--- src/rtl/dbn_pkg.sv ---
package dbn_pkg;

  // Result of the consensus over the sample history.
  typedef enum logic [1:0] {
    VOTE_MIXED = 2'd0,
    VOTE_ZEROS = 2'd1,
    VOTE_ONES  = 2'd2
  } vote_e;

  // Clocks between two sample strobes, never less than 2.
  function automatic int unsigned tick_divisor(input int unsigned clk_hz,
                                               input int unsigned period_us);
    longint unsigned cycles;
    cycles = (longint'(clk_hz) * longint'(period_us)) / 64'd1000000;
    if (cycles < 64'd2) cycles = 64'd2;
    return int'(cycles);
  endfunction

  // Bits needed to count 0 .. n-1.
  function automatic int unsigned count_width(input int unsigned n);
    return (n > 1) ? $clog2(n) : 1;
  endfunction

  // Consensus across a history word, packed into a 32-bit carrier.
  function automatic vote_e consensus(input logic [31:0] bits, input int unsigned depth);
    logic [31:0] mask;
    mask = (depth >= 32) ? 32'hFFFF_FFFF : ((32'd1 << depth) - 32'd1);
    if ((bits & mask) == mask) return VOTE_ONES;
    if ((bits & mask) == 32'd0) return VOTE_ZEROS;
    return VOTE_MIXED;
  endfunction

endpackage

--- src/rtl/dbn_sync.sv ---
module dbn_sync #(
  parameter int unsigned STAGES = 2
) (
  input  logic clk,
  input  logic rst,
  input  logic d_async,
  output logic q_sync
);
  logic [STAGES-1:0] chain;

  generate
    if (STAGES == 1) begin : g_one
      always_ff @(posedge clk) begin
        if (rst) chain <= '0;
        else     chain <= d_async;
      end
    end else begin : g_many
      always_ff @(posedge clk) begin
        if (rst) chain <= '0;
        else     chain <= {chain[STAGES-2:0], d_async};
      end
    end
  endgenerate

  assign q_sync = chain[STAGES-1];

  // reset empties the synchronizer by the next clock
  p_sync_reset_r8: assert property (@(posedge clk) rst |=> (q_sync == 1'b0));
endmodule

--- src/rtl/dbn_prescaler.sv ---
module dbn_prescaler #(
  parameter int unsigned DIV = 8
) (
  input  logic clk,
  input  logic rst,
  output logic tick
);
  localparam int unsigned CW = dbn_pkg::count_width(DIV);
  localparam logic [CW-1:0] LAST = CW'(DIV - 1);

  logic [CW-1:0] cnt;

  assign tick = (cnt == LAST);

  always_ff @(posedge clk) begin
    if (rst)       cnt <= '0;
    else if (tick) cnt <= '0;
    else           cnt <= cnt + 1'b1;
  end

  // the strobe never lasts two clocks in a row (DIV is at least 2)
  p_tick_single_r2: assert property (@(posedge clk) disable iff (rst) tick |=> !tick);
endmodule

--- src/rtl/dbn_history.sv ---
module dbn_history
  import dbn_pkg::*;
#(
  parameter int unsigned DEPTH = 4
) (
  input  logic clk,
  input  logic rst,
  input  logic tick,
  input  logic sample,
  output logic level
);
  logic [DEPTH-1:0] hist;
  logic [DEPTH-1:0] hist_nxt;
  vote_e            vote;

  generate
    if (DEPTH == 1) begin : g_d1
      assign hist_nxt = sample;
    end else begin : g_dn
      assign hist_nxt = {hist[DEPTH-2:0], sample};
    end
  endgenerate

  always_ff @(posedge clk) begin
    if (rst)       hist <= '0;
    else if (tick) hist <= hist_nxt;
  end

  always_comb begin
    vote = consensus(32'(hist), DEPTH);
  end

  always_ff @(posedge clk) begin
    if (rst) level <= 1'b0;
    else begin
      case (vote)
        VOTE_ONES:  level <= 1'b1;
        VOTE_ZEROS: level <= 1'b0;
        default:    level <= level;
      endcase
    end
  end

  // the history is frozen between strobes
  p_hist_hold_r2: assert property (@(posedge clk) disable iff (rst) !tick |=> $stable(hist));
  // the level rises only out of a full-ones history
  p_rise_all_ones_r3: assert property (@(posedge clk) disable iff (rst) $rose(level) |-> ($past(hist) == {DEPTH{1'b1}}));
  // the level falls only out of a full-zeros history
  p_fall_all_zeros_r4: assert property (@(posedge clk) disable iff (rst) $fell(level) |-> ($past(hist) == '0));
  // a mixed history keeps the level
  p_mixed_hold_r5: assert property (@(posedge clk) disable iff (rst) (hist != '0 && hist != {DEPTH{1'b1}}) |=> $stable(level));
  // a level change is always two clocks behind a strobe
  p_level_after_tick_r9: assert property (@(posedge clk) disable iff (rst) !$stable(level) |-> $past(tick, 2));
  // reset clears history and level
  p_hist_reset_r8: assert property (@(posedge clk) rst |=> (hist == '0 && level == 1'b0));
endmodule

--- src/rtl/dbn_edges.sv ---
module dbn_edges #(
  parameter bit RELEASE_EN = 1'b1
) (
  input  logic clk,
  input  logic rst,
  input  logic level,
  output logic press,
  output logic release_p
);
  logic level_prev;

  always_ff @(posedge clk) begin
    if (rst) begin
      level_prev <= 1'b0;
      press      <= 1'b0;
    end else begin
      level_prev <= level;
      press      <= level & ~level_prev;
    end
  end

  generate
    if (RELEASE_EN) begin : g_rel
      always_ff @(posedge clk) begin
        if (rst) release_p <= 1'b0;
        else     release_p <= ~level & level_prev;
      end
      // a fall of the level gives a release pulse next clock, one clock wide
      p_release_follows_r7: assert property (@(posedge clk) disable iff (rst) $fell(level) |=> release_p);
      p_release_width_r7: assert property (@(posedge clk) disable iff (rst) release_p |=> !release_p);
    end else begin : g_norel
      assign release_p = 1'b0;
    end
  endgenerate

  // a rise of the level gives a press pulse next clock, one clock wide
  p_press_follows_r6: assert property (@(posedge clk) disable iff (rst) $rose(level) |=> press);
  p_press_width_r6: assert property (@(posedge clk) disable iff (rst) press |=> !press);
  // reset clears the pulses
  p_pulse_reset_r8: assert property (@(posedge clk) rst |=> (!press && !release_p));
endmodule

--- src/rtl/btn_debounce.sv ---
module btn_debounce #(
  parameter int unsigned CLK_FREQ_HZ      = 50_000_000,
  parameter int unsigned SAMPLE_PERIOD_US = 1000,
  parameter int unsigned HIST_DEPTH       = 4,
  parameter int unsigned SYNC_STAGES      = 2,
  parameter bit          RELEASE_EN       = 1'b1
) (
  input  logic clk,
  input  logic rst,
  input  logic btn_raw,
  output logic btn_level,
  output logic btn_press,
  output logic btn_release
);
  localparam int unsigned TICK_DIV = dbn_pkg::tick_divisor(CLK_FREQ_HZ, SAMPLE_PERIOD_US);

  // Named internal events, visible to the assertions
  logic btn_synced;
  logic sample_tick;

  dbn_sync #(.STAGES(SYNC_STAGES)) u_sync (
    .clk     (clk),
    .rst     (rst),
    .d_async (btn_raw),
    .q_sync  (btn_synced)
  );

  dbn_prescaler #(.DIV(TICK_DIV)) u_presc (
    .clk  (clk),
    .rst  (rst),
    .tick (sample_tick)
  );

  dbn_history #(.DEPTH(HIST_DEPTH)) u_hist (
    .clk    (clk),
    .rst    (rst),
    .tick   (sample_tick),
    .sample (btn_synced),
    .level  (btn_level)
  );

  dbn_edges #(.RELEASE_EN(RELEASE_EN)) u_edges (
    .clk       (clk),
    .rst       (rst),
    .level     (btn_level),
    .press     (btn_press),
    .release_p (btn_release)
  );

  // press and release never coincide
  p_pulse_exclusive_r6: assert property (@(posedge clk) disable iff (rst) !(btn_press && btn_release));
endmodule

--- config.mk ---
export PLATFORM = sky130hd
export DESIGN_NAME = btn_debounce
export DESIGN_NICKNAME = d
export VERILOG_FILES = /design/src/rtl/dbn_pkg.sv /design/src/rtl/dbn_sync.sv /design/src/rtl/dbn_prescaler.sv /design/src/rtl/dbn_history.sv /design/src/rtl/dbn_edges.sv /design/src/rtl/btn_debounce.sv
export SDC_FILE = /design/constraint.sdc
export NUM_CORES = 1
export LEC_CHECK = 0
export CAP_MARGIN = 15
export CORE_ASPECT_RATIO = 0.8
export CORE_MARGIN = 4
export CORE_UTILIZATION = 46
export CTS_BUF_LIST = sky130_fd_sc_hd__clkbuf_2 sky130_fd_sc_hd__clkbuf_4 sky130_fd_sc_hd__clkbuf_8
export CTS_CLUSTER_SIZE = 12
export DETAILED_ROUTE_END_ITERATION = 10
export PLACE_DENSITY_LB_ADDON = 0.25
export SYNTH_ARGS = -nofsm -noshare
export SYNTH_HDL_FRONTEND = slang
export SYNTH_SLANG_ARGS = --single-unit
export TNS_END_PERCENT = 1
--- constraint.sdc ---
create_clock -name clk -period 5 [get_ports clk]
set_clock_uncertainty 0.15 [all_clocks]
set_input_delay 0.75 -clock clk [delete_from_list [all_inputs] [get_ports clk]]
set_output_delay 0.75 -clock clk [all_outputs]
set_load 0.05 [all_outputs]
* Word-level counts from Yosys, hierarchy flattened
Cells that the tools add are included.
** Storage, ports and cells
- Flip-flop bits (word level) :: 26
- Input bits :: 3
- Output and inout port bits :: 3
- Word-level logic and storage cells :: 27
** Cells by class
- $add $sub $neg :: 1
- Equality and inequality tests :: 4
- Muxes and demuxes :: 8
- Bitwise operators :: 4
- Reductions and logical operators :: 3
** Operators with widths (count)
- $logic_not A32 Y1 :: 1
- $add A16 B1 Y16 const B :: 1
- $eq A16 B16 Y1 const B :: 1
- $mux W2 :: 4
- $eq A4 B4 Y1 const B :: 1
- $mux W1 :: 3
- $and A1 B1 Y1 :: 2
- $eq A2 B1 Y1 const B :: 1
- $eq A2 B2 Y1 const B :: 1
- $not A1 Y1 :: 2
- $pmux W1 S2 :: 1
- $reduce_bool A2 Y1 :: 1
- $reduce_or A2 Y1 :: 1

* Longest topological paths before layout
Gate-level depths: netlist of run 1.
- Depth in word-level cells :: 7
- Gate-level depth with buffers :: 6
- Depth with buffers taken out :: 5

* Cells and area by module
A second synthesis of run 1 with hierarchy kept.
** Unflattened totals
- Cells, all modules :: 108
- Area total of the unflattened synthesis :: 1042.2 sq um
** By module, submodules not included
- dbn_prescaler :: instances 1, cells an instance 81, area each 710.7 sq um, seq. area each 320.3 sq um
- dbn_history :: instances 1, cells an instance 17, area each 187.7 sq um, seq. area each 100.1 sq um
- dbn_edges :: instances 1, cells an instance 6, area each 91.3 sq um, seq. area each 60.1 sq um
- dbn_sync :: instances 1, cells an instance 4, area each 52.6 sq um, seq. area each 40.0 sq um

* Least setup slack after synthesis of run 1
Ideal clock, no wire load.
- Path type :: register to register
- Start :: register u_presc.cnt[0]
- End :: register u_presc.cnt[10]
- Setup time :: 0.115 ns
- Data arrival time :: 1.507 ns
- Setup slack :: 3.229 ns
- Stages on the path, launching flop included :: 7
- Buffers on the path :: 1
- Period minus slack after synthesis :: 1.771 ns
- Cells stage by stage :: dfxtp_1 ha_1 and3_1 nand4_1 nand2b_1 buf_4 nor2_1
** Between the ends
- Word-level cells in the longest chain between the ends :: 2
- Elaborated cells on any way between the ends :: 3
- Classes of those cells :: add/sub (1); eq/ne (1); reduce/logical (1)
** Ends and longest elaborated chain
- start: declaration :: RTL line dbn_prescaler.sv:11 : logic [CW-1:0] cnt;
- start signal: assignment :: RTL line dbn_prescaler.sv:18 : else cnt <= cnt + 1'b1;
- branches (longest 2 deep; another with $add A16 B1 Y16)
Several ways; the timed one is not identified.
A chain may end at the register's enable or synchronous reset.

* Final worst setup path of run 1
- Start :: register u_hist.level
- End :: output btn_level
** RTL lines
- start: declaration :: RTL line dbn_history.sv:10 : output logic level
- start signal: assignment :: RTL line dbn_history.sv:39 : default: level <= level;
- end: declaration :: RTL line btn_debounce.sv:11 : output logic btn_level,
No word-level cell between the ends.

==> results.yml, run 1 <==
grt:
  overflow: 0
  grt.total_usage: 0.1271
  antenna_found_initial: 0
  grt_pass1_vias: 666
  grt_pass1_wl_mm: 2.918
  grt_max_degree: 16
worst_setup_path:
  critPathArrivalTime_ns: 1.56
  startpoint: "u_hist.level"
  path_buf_inv: 1
  cp_slowest_stage_delay_ns: 0.82
  cp_slowest_cell: "clkdlybuf4s50_1"
  rr_startpoint: "u_presc.cnt[0]"
  r2r_setup_slack_ns: 2.92
  required_ns: 4.10
  worst-setup-path-type: "flip-flop to output pin"
  critPathCapture: "btn_level"
  cpLargestDelayFamily: "buffers and inverters"
  worstPathMaxFanout: 5
  worst_setup_path_start_kind: "flip-flop"
  worstSetupPathDepth: 1
  cp-end-kind: "output pin"
  r2r-end: "u_presc.cnt[8]"
  worstPathCellList: "clkdlybuf4s50_1"
  reg2reg_depth: 5
synthesis:
  synthDistinctLibCells: 28
  synthCells: 108
  syn-num-nets: 112
  synth_xor_area_frac: 0.1087
  yosysWarnings: 0
  synth-simple-area-share: 0.2867
  ys_ff_latch: 26
  synth_top_family_by_area: "simple AND/OR/NAND/NOR gates"
  ys.flop_type: "dfxtp_1"
  yosysMostFrequentCell: "dfxtp_1"
  synth_adder_area_share: 0.01195
  synth.area.mux_share: 0.03823
  synth_area_leader_cell: "dfxtp_1"
  yosys-top-cells-area: "dfxtp_1, xnor2_1, nor2_1, mux2i_1, and4bb_2"
  avgSynthCellArea_um2: 9.697
  synthTopCellsByCount: "dfxtp_1, nor2_1, xnor2_1"
  synth_top_cell_area_share: 0.4970
  syn_area_um2: 1047
  ys_seq_area_frac: 0.4970
  synth_compound_area_frac: 0.03226
  synth_edf_count: 0
  async_flop_share: 0
pwr:
  vdd_drop_max_mv: 0.1806
  p_int_w: 0.0002584
  cellPowerDensity_nw_per_um2: 283.0
  p_clk_frac: 0.322
  p_switching_w: 0.00006806
  power_w: 0.0003265
  p_leak_nw: 0.4255
  comb_power_share: 0.027
  seq_power_share: 0.650
  switching_share: 0.2085
clocking:
  hold_buffers: 0
  cts_root_buf: "clkbuf_4"
  numCtsBuffers: 3
  cts_resized: 0
  cts_tree: "built"
  insertion_delay_ns: 0.32
  post_cts_buffers: 0
  htree_levels: 1
  cts.sinks: 26
  path_clk_slew_ns: 0.13
  clk_path_buf_depth: 2
floorplan:
  io-pin-count: 6
  initial_core_util: 0.4852
  die_width_um: 61.35
  die_area_um2: 3109
  core_um2: 2158
  die_h_um: 50.68
  row_count: 15
status:
  status: "completed"
route:
  top_layer_used: "met4"
  wl_per_cell_um: 11.62
  drc: 0
  dr.pass1.iters: 4
  wl_met3_um: 61
  met1_length_um: 857
  num_vias: 719
  drt_iter0_drc: 10
  wl_met2_um: 682
  vias_per_cell: 5.136
  wirelength_mm: 1.627
  ant_nets: 0
final_layout:
  layout.nets: 120
  area_growth_pct: 10.16
  antenna_cells: 0
  fill_cells: 204
  drive_gt1_frac: 0.09565
  post-route-util: 0.5345
sta:
  relSlewSlack: 0.6148
  tightestPinTransition_ns: 0.5778
  finalSetupViolCount: 0
  slew_violations: 0
  fin_crit_ns: 2.456
  rsz0062_at_grt: "no"
  timing.final.ws_setup_ns: 2.544
  fin_tns_setup_ns: 0
  fin_crit_sh: 0.4912
  max_freq_mhz: 407.1
  hold_viol_final: 0
placement:
  hpwl_mm: 1.197
  post-place-ws_ns: 2.604
  io_buffers: 5
  gp_congestion: 0.7802
flow_run:
  cap_violations: 0
min_path:
  hp-class: "flip-flop to flip-flop"
## layout by cell type, fill, tap and decap left out
cell type / count
inv_1: 4
xnor2_1: 11
and4bb_2: 2
nand3_2: 1
nand3_1: 5
nor3b_1: 1
nand4_2: 2
mux2i_1: 4
or4_4: 1
nor2_1: 20
o31ai_1: 2
and3_1: 2
nor4_1: 3
nor3_1: 4
nor4b_1: 1
ha_1: 1
o21ai_0: 1
nand2_1: 3
nand4_1: 1
clkdlybuf4s50_1: 5
clkbuf_4: 3
or2_1: 2
dfxtp_1: 26
clkbuf_8: 1
xor2_1: 2
nor2b_1: 4
a21oi_2: 1
nand2b_1: 1
a21oi_1: 1
## final cells by class
cell class / instances / area [µm²] / share of cell area
tap: 25 / 31.28 / 0.02711
sequential: 26 / 520.5 / 0.4512
multi-input combinational: 76 / 500.5 / 0.4338
inverter: 4 / 15.01 / 0.01302
timing repair buffer: 5 / 50.05 / 0.04338
clock buffer: 4 / 36.28 / 0.03145
## sequential cells by signal, summed over array words and instances, names as in the netlist
name / count
u_presc.cnt: 16
u_hist.hist: 4
u_sync.chain: 2
u_edges.level_prev: 1
u_edges.press: 1
u_edges.release_p: 1
u_hist.level: 1
## layer usage
metal	vias up	track usage
li1	382	-
met1	325	0.1850
met2	7	0.1655
met3	5	0.05398
met4	0	0.04240
met5	-	0
## power by group through the flow
stage                      logic [W]  registers (W)  clock network, W
after floorplan           0.00000660       0.000217                 0
after global placement    0.00000862       0.000217                 0
after detailed placement  0.00000902       0.000217                 0
after CTS                 0.00000902       0.000212          0.000108
after global routing       0.0000105       0.000213          0.000119
final                     0.00000886       0.000212          0.000105
## cell families after synthesis
kind of cell / count (synthesis)
buffers and inverters: 6
flip-flops: 26
multiplexers: 4
AND/OR/NAND/NOR: 53
XOR/XNOR: 13
adder cells (fa/ha/maj): 1
AO/OA/AOI/OAI: 5
## per-stage QoR
stage / hold slack, ns / cells / instance area [µm²]
after floorplan: 0.2335 / 108 / 1047
after global placement: 0.2531 / 136 / 1117
after detailed placement: 0.2561 / 136 / 1117
after CTS: 0.2746 / 140 / 1154
after global routing: 0.2833 / 140 / 1154
final: 0.2737 / 140 / 1154
## worst min-delay path by stage
stage,startpoint,end,slack (ns),cells past startpoint
5_1_grt,u_edges.level_prev,u_edges.press,0.28,1
6_report,u_edges.level_prev,u_edges.press,0.27,1
2_1_floorplan,u_edges.level_prev,u_edges.press,0.23,1
3_3_place_gp,u_edges.level_prev,u_edges.press,0.25,1
3_5_place_dp,u_edges.level_prev,u_edges.press,0.26,1
4_1_cts,u_edges.level_prev,u_edges.press,0.27,1
(Power assumes the default switching activity.)
==> run 2: changes to the inputs <==
==> constraint.sdc (replaced) <==
create_clock -name clk -period 2.21 [get_ports clk]
set_clock_uncertainty 0.15 [all_clocks]
set_input_delay 0.3315 -clock clk [delete_from_list [all_inputs] [get_ports clk]]
set_output_delay 0.3315 -clock clk [all_outputs]
set_load 0.05 [all_outputs]
==> results.yml, run 2 (same netlist as run 1, synthesis figures left out) <==
status:
  status: "completed"
route:
  ant_nets: 0
  wl_per_cell_um: 11.68
  num_vias: 724
  dr.pass1.iters: 4
  vias_per_cell: 5.135
  drc: 0
  drt_iter0_drc: 28
  wirelength_mm: 1.647
clocking:
  cts_tree: "built"
  cts.sinks: 26
  hold_buffers: 0
  clk_path_buf_depth: 2
  numCtsBuffers: 3
  insertion_delay_ns: 0.32
  path_clk_slew_ns: 0.12
  cts_root_buf: "clkbuf_4"
  htree_levels: 1
  post_cts_buffers: 0
  cts_resized: 0
floorplan:
  initial_core_util: 0.4852
  die_width_um: 61.35
  io-pin-count: 6
  die_h_um: 50.68
  die_area_um2: 3109
  row_count: 15
  core_um2: 2158
grt:
  grt_max_degree: 16
  antenna_found_initial: 0
  grt_pass1_vias: 658
  overflow: 0
  grt.total_usage: 0.1261
  grt_pass1_wl_mm: 2.925
sta:
  hold_viol_final: 0
  fin_crit_ns: 2.023
  fin_crit_sh: 0.9154
  rsz0062_at_grt: "no"
  max_freq_mhz: 494.3
  fin_tns_setup_ns: 0
  slew_violations: 0
  finalSetupViolCount: 0
  tightestPinTransition_ns: 0.5914
  relSlewSlack: 0.6057
worst_setup_path:
  cp_slowest_cell: "clkdlybuf4s50_1"
  cp_slowest_stage_delay_ns: 0.82
  path_buf_inv: 1
  cp-end-kind: "output pin"
  worst-setup-path-type: "flip-flop to output pin"
  worstPathCellList: "clkdlybuf4s50_1"
  cpLargestDelayFamily: "buffers and inverters"
  critPathArrivalTime_ns: 1.54
  worstPathMaxFanout: 5
  worst_setup_path_start_kind: "flip-flop"
  required_ns: 1.73
final_layout:
  antenna_cells: 0
  largest_register: "u_presc.cnt"
  multi_input_comb_area_um2: 500.5
  post-route-util: 0.5351
  area_growth_pct: 10.28
  register_area_um2: 520.5
  fill_cells: 193
  layout.nets: 122
  final_cells: 141
  drive_gt1_frac: 0.1034
  largest_reg_flops: 16
  top_regs: "u_presc.cnt: 16 flops, u_hist.hist: 4 flops, u_sync.chain: 2 flops"
  final_common_cell: "dfxtp_1"
  final_cell_mix: "dfxtp_1, nor2_1, xnor2_1, nand3_1, clkdlybuf4s50_1"
placement:
  io_buffers: 5
  gp_congestion: 0.7807
  dp.cells: 138
  hpwl_mm: 1.224
min_path:
  hp-class: "flip-flop to flip-flop"
flow_run:
  cap_violations: 0
pwr:
  cellPowerDensity_nw_per_um2: 601.9
  p_leak_nw: 0.4272
  vdd_drop_max_mv: 0.3777
-- run 2: cell count changes in the layout (fill, tap and decap cells not counted), sizes merged --
cell / before / now
buf: 0 / 2
clkbuf: 4 / 3
-- run 2: worst paths after layout --
kind | end | slack [ns] | depth (start not counted) | from
setup / recovery | btn_level | 0.19 | 1 | u_hist.level
setup reg to reg | u_presc.cnt[12] | 0.37 | 5 | u_presc.cnt[0]
hold / removal | u_edges.press | 0.26 | 1 | u_edges.level_prev
hold reg to reg | u_edges.press | 0.26 | 1 | u_edges.level_prev
-- run 2: layout make-up --
| cell class | count | share of cell area |
|---|---|---|
| tap | 25 | 0.02709 |
| timing repair buffer | 7 | 0.05634 |
| inverter | 4 | 0.01300 |
| clock buffer | 3 | 0.01950 |
| sequential | 26 | 0.4507 |
| multi-input combinational | 76 | 0.4334 |
-- run 2: through the flow --
step | area, µm² | power (W) | hold slack [ns] | worst slack [ns]
3_3_place_gp | 1132 | 0.0005117 | 0.2439 | 0.4560
4_1_cts | 1155 | 0.0007040 | 0.2637 | 0.1786
2_1_floorplan | 1047 | 0.0005048 | 0.2335 | 0.4388
5_1_grt | 1155 | 0.0007236 | 0.2740 | 0.1144
6_report | 1155 | 0.0006951 | 0.2613 | 0.1870
3_5_place_dp | 1132 | 0.0005133 | 0.2457 | 0.3851
-- run 2: per-layer routing --
layer | track usage | vias to the layer above | part of all wire
li1 | - | 385 | -
met1 | 0.1834 | 322 | 0.53
met2 | 0.1690 | 13 | 0.40
met3 | 0.04627 | 4 | 0.053
met4 | 0.04240 | 0 | 0.014
met5 | 0 | - | 0
-- run 2: power breakdown --
part           leakage, nW  internal [W]  total [W]  switching, W
logic                0.203    0.00000986  0.0000220     0.0000121
clock network       0.0138     0.0000639   0.000193      0.000129
registers            0.210      0.000475   0.000480    0.00000520
